## config.mk

```make
export PLATFORM = sky130hd
export DESIGN_NAME = dual_alarm_unit
export DESIGN_NICKNAME = d
export VERILOG_FILES = /design/src/rtl/alm_pkg.sv /design/src/rtl/alm_rst_sync.sv /design/src/rtl/alm_field_cmp.sv /design/src/rtl/alm_channel.sv /design/src/rtl/alm_irq_route.sv /design/src/rtl/dual_alarm_unit.sv
export SDC_FILE = /design/constraint.sdc
export NUM_CORES = 1
export LEC_CHECK = 0
export ABC_AREA = 1
export BUFFER_PORTS_ARGS = -buffer_cell sky130_fd_sc_hd__buf_2
export CORE_MARGIN = 1.5
export CORE_UTILIZATION = 42
export DETAILED_ROUTE_END_ITERATION = 8
export GPL_TIMING_DRIVEN = 0
export PLACE_DENSITY = 0.86
export SETUP_SLACK_MARGIN = 0.1
export SLEW_MARGIN = 40
export SYNTH_ARGS = -nofsm -noshare
export SYNTH_HDL_FRONTEND = slang
export SYNTH_SLANG_ARGS = --single-unit
export TNS_END_PERCENT = 5
```

## constraint.sdc

```tcl
create_clock -name clk -period 1 [get_ports clk]
set_clock_uncertainty 0.1 [all_clocks]
set_input_delay 0.15 -clock clk [delete_from_list [all_inputs] [get_ports clk]]
set_output_delay 0.15 -clock clk [all_outputs]
set_load 0.01 [all_outputs]
```

## src/rtl/alm_pkg.sv

```systemverilog
`timescale 1ns/1ps
package alm_pkg;
  localparam int unsigned FW         = 8;
  localparam int unsigned MASK_POS   = FW - 1;
  localparam int unsigned SEL_POS    = FW - 2;
  localparam int unsigned N_FIELDS   = 4;
  localparam int unsigned NUM_ALARMS = 2;
  typedef logic [FW-1:0] bcd_t;
endpackage

```

## src/rtl/alm_rst_sync.sv

```systemverilog
`timescale 1ns/1ps
module alm_rst_sync #(
  parameter int unsigned STAGES = 2
) (
  input  logic clk,
  input  logic arst_n,
  output logic rst_n_sync
);
  logic [STAGES-1:0] chain_q;

  always_ff @(posedge clk or negedge arst_n) begin
    if (!arst_n) chain_q <= '0;
    else         chain_q <= {chain_q[STAGES-2:0], 1'b1};
  end

  assign rst_n_sync = chain_q[STAGES-1];
endmodule

```

## src/rtl/alm_field_cmp.sv

```systemverilog
`timescale 1ns/1ps
module alm_field_cmp
  import alm_pkg::*;
#(
  parameter bit IS_DAYDATE = 1'b0
) (
  input  bcd_t alarm_i,
  input  bcd_t cur_i,
  input  bcd_t alt_i,
  output logic hit_o
);
  localparam int unsigned VAL_BITS = IS_DAYDATE ? SEL_POS : MASK_POS;
  localparam bcd_t        VAL_MASK = bcd_t'((1 << VAL_BITS) - 1);

  logic use_alt;
  bcd_t target;

  always_comb begin
    use_alt = IS_DAYDATE && alarm_i[SEL_POS];
    target  = use_alt ? alt_i : cur_i;
    hit_o   = alarm_i[MASK_POS] || (((alarm_i ^ target) & VAL_MASK) == '0);
  end
endmodule

```

## src/rtl/alm_channel.sv

```systemverilog
`timescale 1ns/1ps
module alm_channel
  import alm_pkg::*;
#(
  parameter int unsigned NF = N_FIELDS
) (
  input  logic            clk,
  input  logic            rst_n,
  input  logic            tick_i,
  input  logic            clr_i,
  input  bcd_t [NF-1:0]   alarm_i,
  input  bcd_t [NF-1:0]   cur_i,
  input  bcd_t            alt_i,
  output logic            flag_o
);
  logic [NF-1:0] hit;
  logic          hit_all;
  logic          set_hit;
  logic          flag_en;
  logic          flag_d;
  logic          flag_q;

  for (genvar g = 0; g < NF; g++) begin : g_field
    alm_field_cmp #(.IS_DAYDATE(g == NF - 1)) u_cmp (
      .alarm_i (alarm_i[g]),
      .cur_i   (cur_i[g]),
      .alt_i   (alt_i),
      .hit_o   (hit[g])
    );
  end

  always_comb begin
    hit_all = &hit;
    set_hit = tick_i && hit_all;
    flag_en = clr_i || set_hit;
    flag_d  = set_hit;
  end

  always_ff @(posedge clk or negedge rst_n) begin
    if (!rst_n)       flag_q <= 1'b0;
    else if (flag_en) flag_q <= flag_d;
  end

  assign flag_o = flag_q;

  assert_set_on_match_R2: assert property (@(posedge clk) disable iff (!rst_n)
    (tick_i && hit_all) |=> flag_q);
  assert_no_set_without_tick_R6: assert property (@(posedge clk) disable iff (!rst_n)
    (!flag_q && !tick_i) |=> !flag_q);
  assert_flag_sticky_R7: assert property (@(posedge clk) disable iff (!rst_n)
    (flag_q && !clr_i) |=> flag_q);
  assert_clear_drops_R7: assert property (@(posedge clk) disable iff (!rst_n)
    (clr_i && !tick_i) |=> !flag_q);
endmodule

```

## src/rtl/alm_irq_route.sv

```systemverilog
`timescale 1ns/1ps
module alm_irq_route
  import alm_pkg::*;
(
  input  logic                  clk,
  input  logic                  rst_n,
  input  logic [NUM_ALARMS-1:0] flag_i,
  input  logic [NUM_ALARMS-1:0] ie_i,
  input  logic                  split_i,
  output logic                  irq_a_n,
  output logic                  irq_b_n
);
  logic [NUM_ALARMS-1:0] req;
  logic                  a_d, b_d;
  logic                  a_q, b_q;

  always_comb begin
    req = flag_i & ie_i;
    if (split_i) begin
      a_d = ~req[0];
      b_d = ~req[1];
    end else begin
      a_d = ~|req;
      b_d = 1'b1;
    end
  end

  always_ff @(posedge clk or negedge rst_n) begin
    if (!rst_n) begin
      a_q <= 1'b1;
      b_q <= 1'b1;
    end else begin
      a_q <= a_d;
      b_q <= b_d;
    end
  end

  assign irq_a_n = a_q;
  assign irq_b_n = b_q;

  assert_alarm1_pin_R8: assert property (@(posedge clk) disable iff (!rst_n)
    (flag_i[0] && ie_i[0]) |=> !irq_a_n);
  assert_no_request_idle_R8: assert property (@(posedge clk) disable iff (!rst_n)
    (!(flag_i[0] && ie_i[0]) && !(flag_i[1] && ie_i[1])) |=> (irq_a_n && irq_b_n));
  assert_shared_b_idle_R9: assert property (@(posedge clk) disable iff (!rst_n)
    !split_i |=> irq_b_n);
  assert_split_b_pin_R9: assert property (@(posedge clk) disable iff (!rst_n)
    (split_i && flag_i[1] && ie_i[1]) |=> !irq_b_n);
endmodule

```

## src/rtl/dual_alarm_unit.sv

```systemverilog
`timescale 1ns/1ps
module dual_alarm_unit
  import alm_pkg::*;
(
  input  logic clk,
  input  logic arst_n,
  input  logic sec_tick,
  input  logic [7:0] now_sec,
  input  logic [7:0] now_min,
  input  logic [7:0] now_hour,
  input  logic [7:0] now_wday,
  input  logic [7:0] now_date,
  input  logic [7:0] al1_sec,
  input  logic [7:0] al1_min,
  input  logic [7:0] al1_hour,
  input  logic [7:0] al1_daydate,
  input  logic [7:0] al2_min,
  input  logic [7:0] al2_hour,
  input  logic [7:0] al2_daydate,
  input  logic al1_int_en,
  input  logic al2_int_en,
  input  logic int_split,
  input  logic al1_clear,
  input  logic al2_clear,
  output logic al1_flag,
  output logic al2_flag,
  output logic irq_a_n,
  output logic irq_b_n
);
  localparam bcd_t A2_SEC_FIXED = '0;

  logic                                 rst_n_s;
  bcd_t [N_FIELDS-1:0]                  now_fields;
  bcd_t [NUM_ALARMS-1:0][N_FIELDS-1:0]  alarm_set;
  logic [NUM_ALARMS-1:0]                clear_v;
  logic [NUM_ALARMS-1:0]                flag_v;
  logic [NUM_ALARMS-1:0]                ie_v;

  alm_rst_sync #(.STAGES(2)) u_rst (
    .clk        (clk),
    .arst_n     (arst_n),
    .rst_n_sync (rst_n_s)
  );

  assign now_fields   = {now_date, now_hour, now_min, now_sec};
  assign alarm_set[0] = {al1_daydate, al1_hour, al1_min, al1_sec};
  assign alarm_set[1] = {al2_daydate, al2_hour, al2_min, A2_SEC_FIXED};
  assign clear_v      = {al2_clear, al1_clear};
  assign ie_v         = {al2_int_en, al1_int_en};

  for (genvar c = 0; c < NUM_ALARMS; c++) begin : g_ch
    alm_channel #(.NF(N_FIELDS)) u_ch (
      .clk     (clk),
      .rst_n   (rst_n_s),
      .tick_i  (sec_tick),
      .clr_i   (clear_v[c]),
      .alarm_i (alarm_set[c]),
      .cur_i   (now_fields),
      .alt_i   (now_wday),
      .flag_o  (flag_v[c])
    );
  end

  alm_irq_route u_route (
    .clk     (clk),
    .rst_n   (rst_n_s),
    .flag_i  (flag_v),
    .ie_i    (ie_v),
    .split_i (int_split),
    .irq_a_n (irq_a_n),
    .irq_b_n (irq_b_n)
  );

  assign al1_flag = flag_v[0];
  assign al2_flag = flag_v[1];

  assert_a2_zero_seconds_R5: assert property (@(posedge clk) disable iff (!rst_n_s)
    $rose(al2_flag) |-> ($past(now_sec) == 8'h00 && $past(sec_tick)));
endmodule

```

==> impl_metrics.sql <==
INSERT INTO impl_metrics (metric_group, metric, value, unit) VALUES
('clock_network', 'clk_pin_slew', '0.05', 'ns'),
('cells_and_area', 'multi_input_comb_area', '920', 'sq um'),
('cells_and_area', 'mostFrequentLayoutCell', 'nand2_1', ''),
('drt', 'drtIter0Drc', '50', ''),
('grt', 'grt_start_max_net_pins', '11', ''),
('clock_network', 'cts-root-to-sink-buffers', '2', ''),
('flow_run', 'maxCapViolCount', '0', ''),
('yosys', 'yosysSeqAreaShare', '0.117', ''),
('clock_network', 'post_cts_buffers', '0', ''),
('clock_network', 'worst_skew_pair.late_latency', '0.25', 'ns'),
('grt', 'vias_in_the_first_global_route', '1641', ''),
('place', 'numPortBuffers', '99', ''),
('hold_path', 'worst_hold_path_class', 'reg2async', ''),
('power_and_ir_drop', 'vdd_drop_max', '337', 'uV'),
('timing', 'final_hold_violations', '2', ''),
('timing', 'post-route-worst-setup-slack', '-0.108', 'ns'),
('yosys', 'syn_nets', '376', ''),
('setup_path', 'path_max_fanout', '1', ''),
('clock_network', 'tritoncts_clock_tree', 'done', ''),
('cells_and_area', 'fraction_of_final_layout_cells_with_drive_strength_greater_than_1', '0.317', ''),
('setup_path', 'slowest_delay', '0.52', 'ns'),
('yosys', 'yosys.area.top_type_share', '0.387', ''),
('clock_network', 'clockRootBuffer', 'clkbuf_4', ''),
('drt', 'detail_route.first_pass.iterations', '4', ''),
('timing', 'slew_viol_final', '0', ''),
('yosys', 'synth_cells', '272', ''),
('cells_and_area', 'seq_area', '153', 'sq um'),
('grt', 'track_usage', '0.211', ''),
('yosys', 'netlist_area', '1300', 'sq um'),
('timing', 'max_clock_freq', '903', 'MHz'),
('yosys', 'ys_types', '19', ''),
('yosys', 'yosysTopAreaCell', 'nand2_1', ''),
('yosys', 'yosys_register_bits', '6', ''),
('yosys', 'ys_warn_count', '0', ''),
('yosys', 'synth_top_cells_by_area', 'nand2_1 (39%), inv_1 (18%), xnor2_1 (8.8%)', ''),
('status', 'status', 'complete, but fails checks', ''),
('place', 'detailed_place_hpwl', '3190', 'microns'),
('setup_path', 'timing_worst_setup_path_type', 'reg2out', ''),
('yosys', 'synth-async-reset-ratio', '1.00', ''),
('place', 'place.gp.congestion', '0.851', ''),
('drt', 'drt-total-wl', '3610', 'microns'),
('floorplanning', 'die_height', '58.7', 'microns'),
('yosys', 'syn_area_per_cell', '4.78', 'sq um'),
('power_and_ir_drop', 'report.power.total', '0.00114', 'W'),
('floorplanning', 'chipWidth', '58.7', 'microns'),
('grt', 'antenna_found_initial', '0', ''),
('timing', 'setup_viol_count_final', '4', ''),
('power_and_ir_drop', 'power.density_cell_area', '578', 'nW/um^2'),
('timing', 'final.period_utilization', '1.11', ''),
('drt', 'routed_len_inst', '8.77', 'microns'),
('floorplanning', 'std_cell_rows', '20', ''),
('setup_path', 'series_of_cell_instances_along_the_critical_path', 'buf_6', ''),
('setup_path', 'critical_path_arrival', '0.86', 'ns'),
('yosys', 'synth-main-ff-cell', 'dfrtp_1', ''),
('clock_network', 'number_of_buffers_created_by_cts', '3', ''),
('setup_path', 'kind_of_end_point_of_the_critical_path', 'output pin', ''),
('cells_and_area', 'design.final.nets', '484', ''),
('floorplanning', 'floorplan.core_area', '3000', 'sq um'),
('drt', 'antenna_left', '0', ''),
('setup_path', 'critPathRequiredTime', '0.75', 'ns'),
('floorplanning', 'die_area', '3440', 'sq um'),
('setup_path', 'critical_path.slowest_cell', 'dfstp_2', ''),
('cells_and_area', 'layout_common_cells', 'nand2_1 (126), buf_2 (96), inv_1 (61)', ''),
('drt', 'via_count', '1829', ''),
('status', 'failed_checks', 'hold timing, setup timing', ''),
('power_and_ir_drop', 'total_leakage_power', '1.36', 'nW'),
('clock_network', 'tritoncts_num_sinks', '6', ''),
('cells_and_area', 'area.growth.synth_to_final', '51.6', '%'),
('yosys', 'synth_enable_flop_cells', '0', ''),
('timing', 'finalHoldWorstSlack', '-0.0402', 'ns'),
('floorplanning', 'start_util', '0.433', '');
==> routing by layer <==
layer,vias to the layer above,share of wire,track usage
li1,998,-,-
met5,-,0,0
met3,2,0.074,0.0396
met4,0,0.0033,0.0390
met2,70,0.54,0.438
met1,759,0.38,0.215
==> synth_stat cells, drive strengths merged, types with 2 or more instances <==
cell type / n
a21oi: 2
buf: 2
dfrtp: 4
dfstp: 2
inv: 64
nand2: 134
nand3: 14
nand3b: 2
nor2: 18
o211ai: 3
o21ai: 6
or2: 2
xnor2: 13
xor2: 4
==> path summary, 6_finish.rpt <==
path / to / slack (ns) / cells after the start
setup / recovery: irq_b_n / -0.11 / 1
min in group clk: g_ch[1].u_ch.flag_o$_DFFE_PN0P_ / 0.03 / 4
setup reg to reg: u_route.irq_a_n$_DFF_PN1_ / 0.16 / 3
hold / removal: g_ch[1].u_ch.flag_o$_DFFE_PN0P_ / -0.04 / 0
max in group asynchronous: u_rst.chain_q[0]$_DFF_PN0_ / 0.58 / 2
hold reg to reg: g_ch[1].u_ch.flag_o$_DFFE_PN0P_ / -0.04 / 0
==> report_power, final <==
| group | internal [W] | leakage, nW | total [W] | switching, W |
|---|---|---|---|---|
| Clock | 0.000152 | 0.0150 | 0.000252 | 0.000100 |
| Sequential | 0.000251 | 0.0720 | 0.000256 | 0.00000505 |
| Combinational | 0.000322 | 1.27 | 0.000633 | 0.000311 |
| Total | 0.000725 | 1.36 | 0.00114 | 0.000416 |
==> stage by stage <==
| stage | std cells | hold WS [ns] | setup TNS, ns | area (sq um) | worst slack, ns |
|---|---|---|---|---|---|
| 2_1_floorplan | 272 | -0.246 | 0 | 1340 | 0.0216 |
| 3_3_place_gp | 404 | -0.165 | -0.333 | 1880 | -0.235 |
| 6_report | 412 | -0.0402 | -0.322 | 1970 | -0.108 |
| 4_1_cts | 412 | -0.0339 | -0.335 | 1970 | -0.116 |
| 3_5_place_dp | 404 | -0.164 | -0.353 | 1880 | -0.252 |
| 5_1_grt | 412 | -0.0257 | -0.477 | 1970 | -0.143 |
==> registers in the layout (all words and copies together) (netlist names) <==
name,count
u_route.irq_a_n,1
u_route.irq_b_n,1
u_rst.chain_q,2
g_ch.u_ch.flag_o,2
==> cell type report <==
cell class                 count  share of cell area
tap                           33              0.0209
clock buffer                   4              0.0133
buffer                         2              0.0159
multi-input combinational    200               0.466
sequential                     6              0.0774
inverter                      64               0.126
timing repair buffer         103               0.281
==> cell families after synthesis <==
family / synth area share
other: 0.00288
buffers and inverters: 0.199
xor gates and xnor gates: 0.114
and+or+nand+nor: 0.518
DFF: 0.117
AOI/OAI and AO/OA: 0.0481
==> timing repair <==
item	4_1_cts	5_1_grt
resized for setup	7	6
setup endpoints to repair	5	7
pin swaps	5	7
endpoints found under the hold margin	6	2
Note: power is estimated with default switching activity, not from simulation.
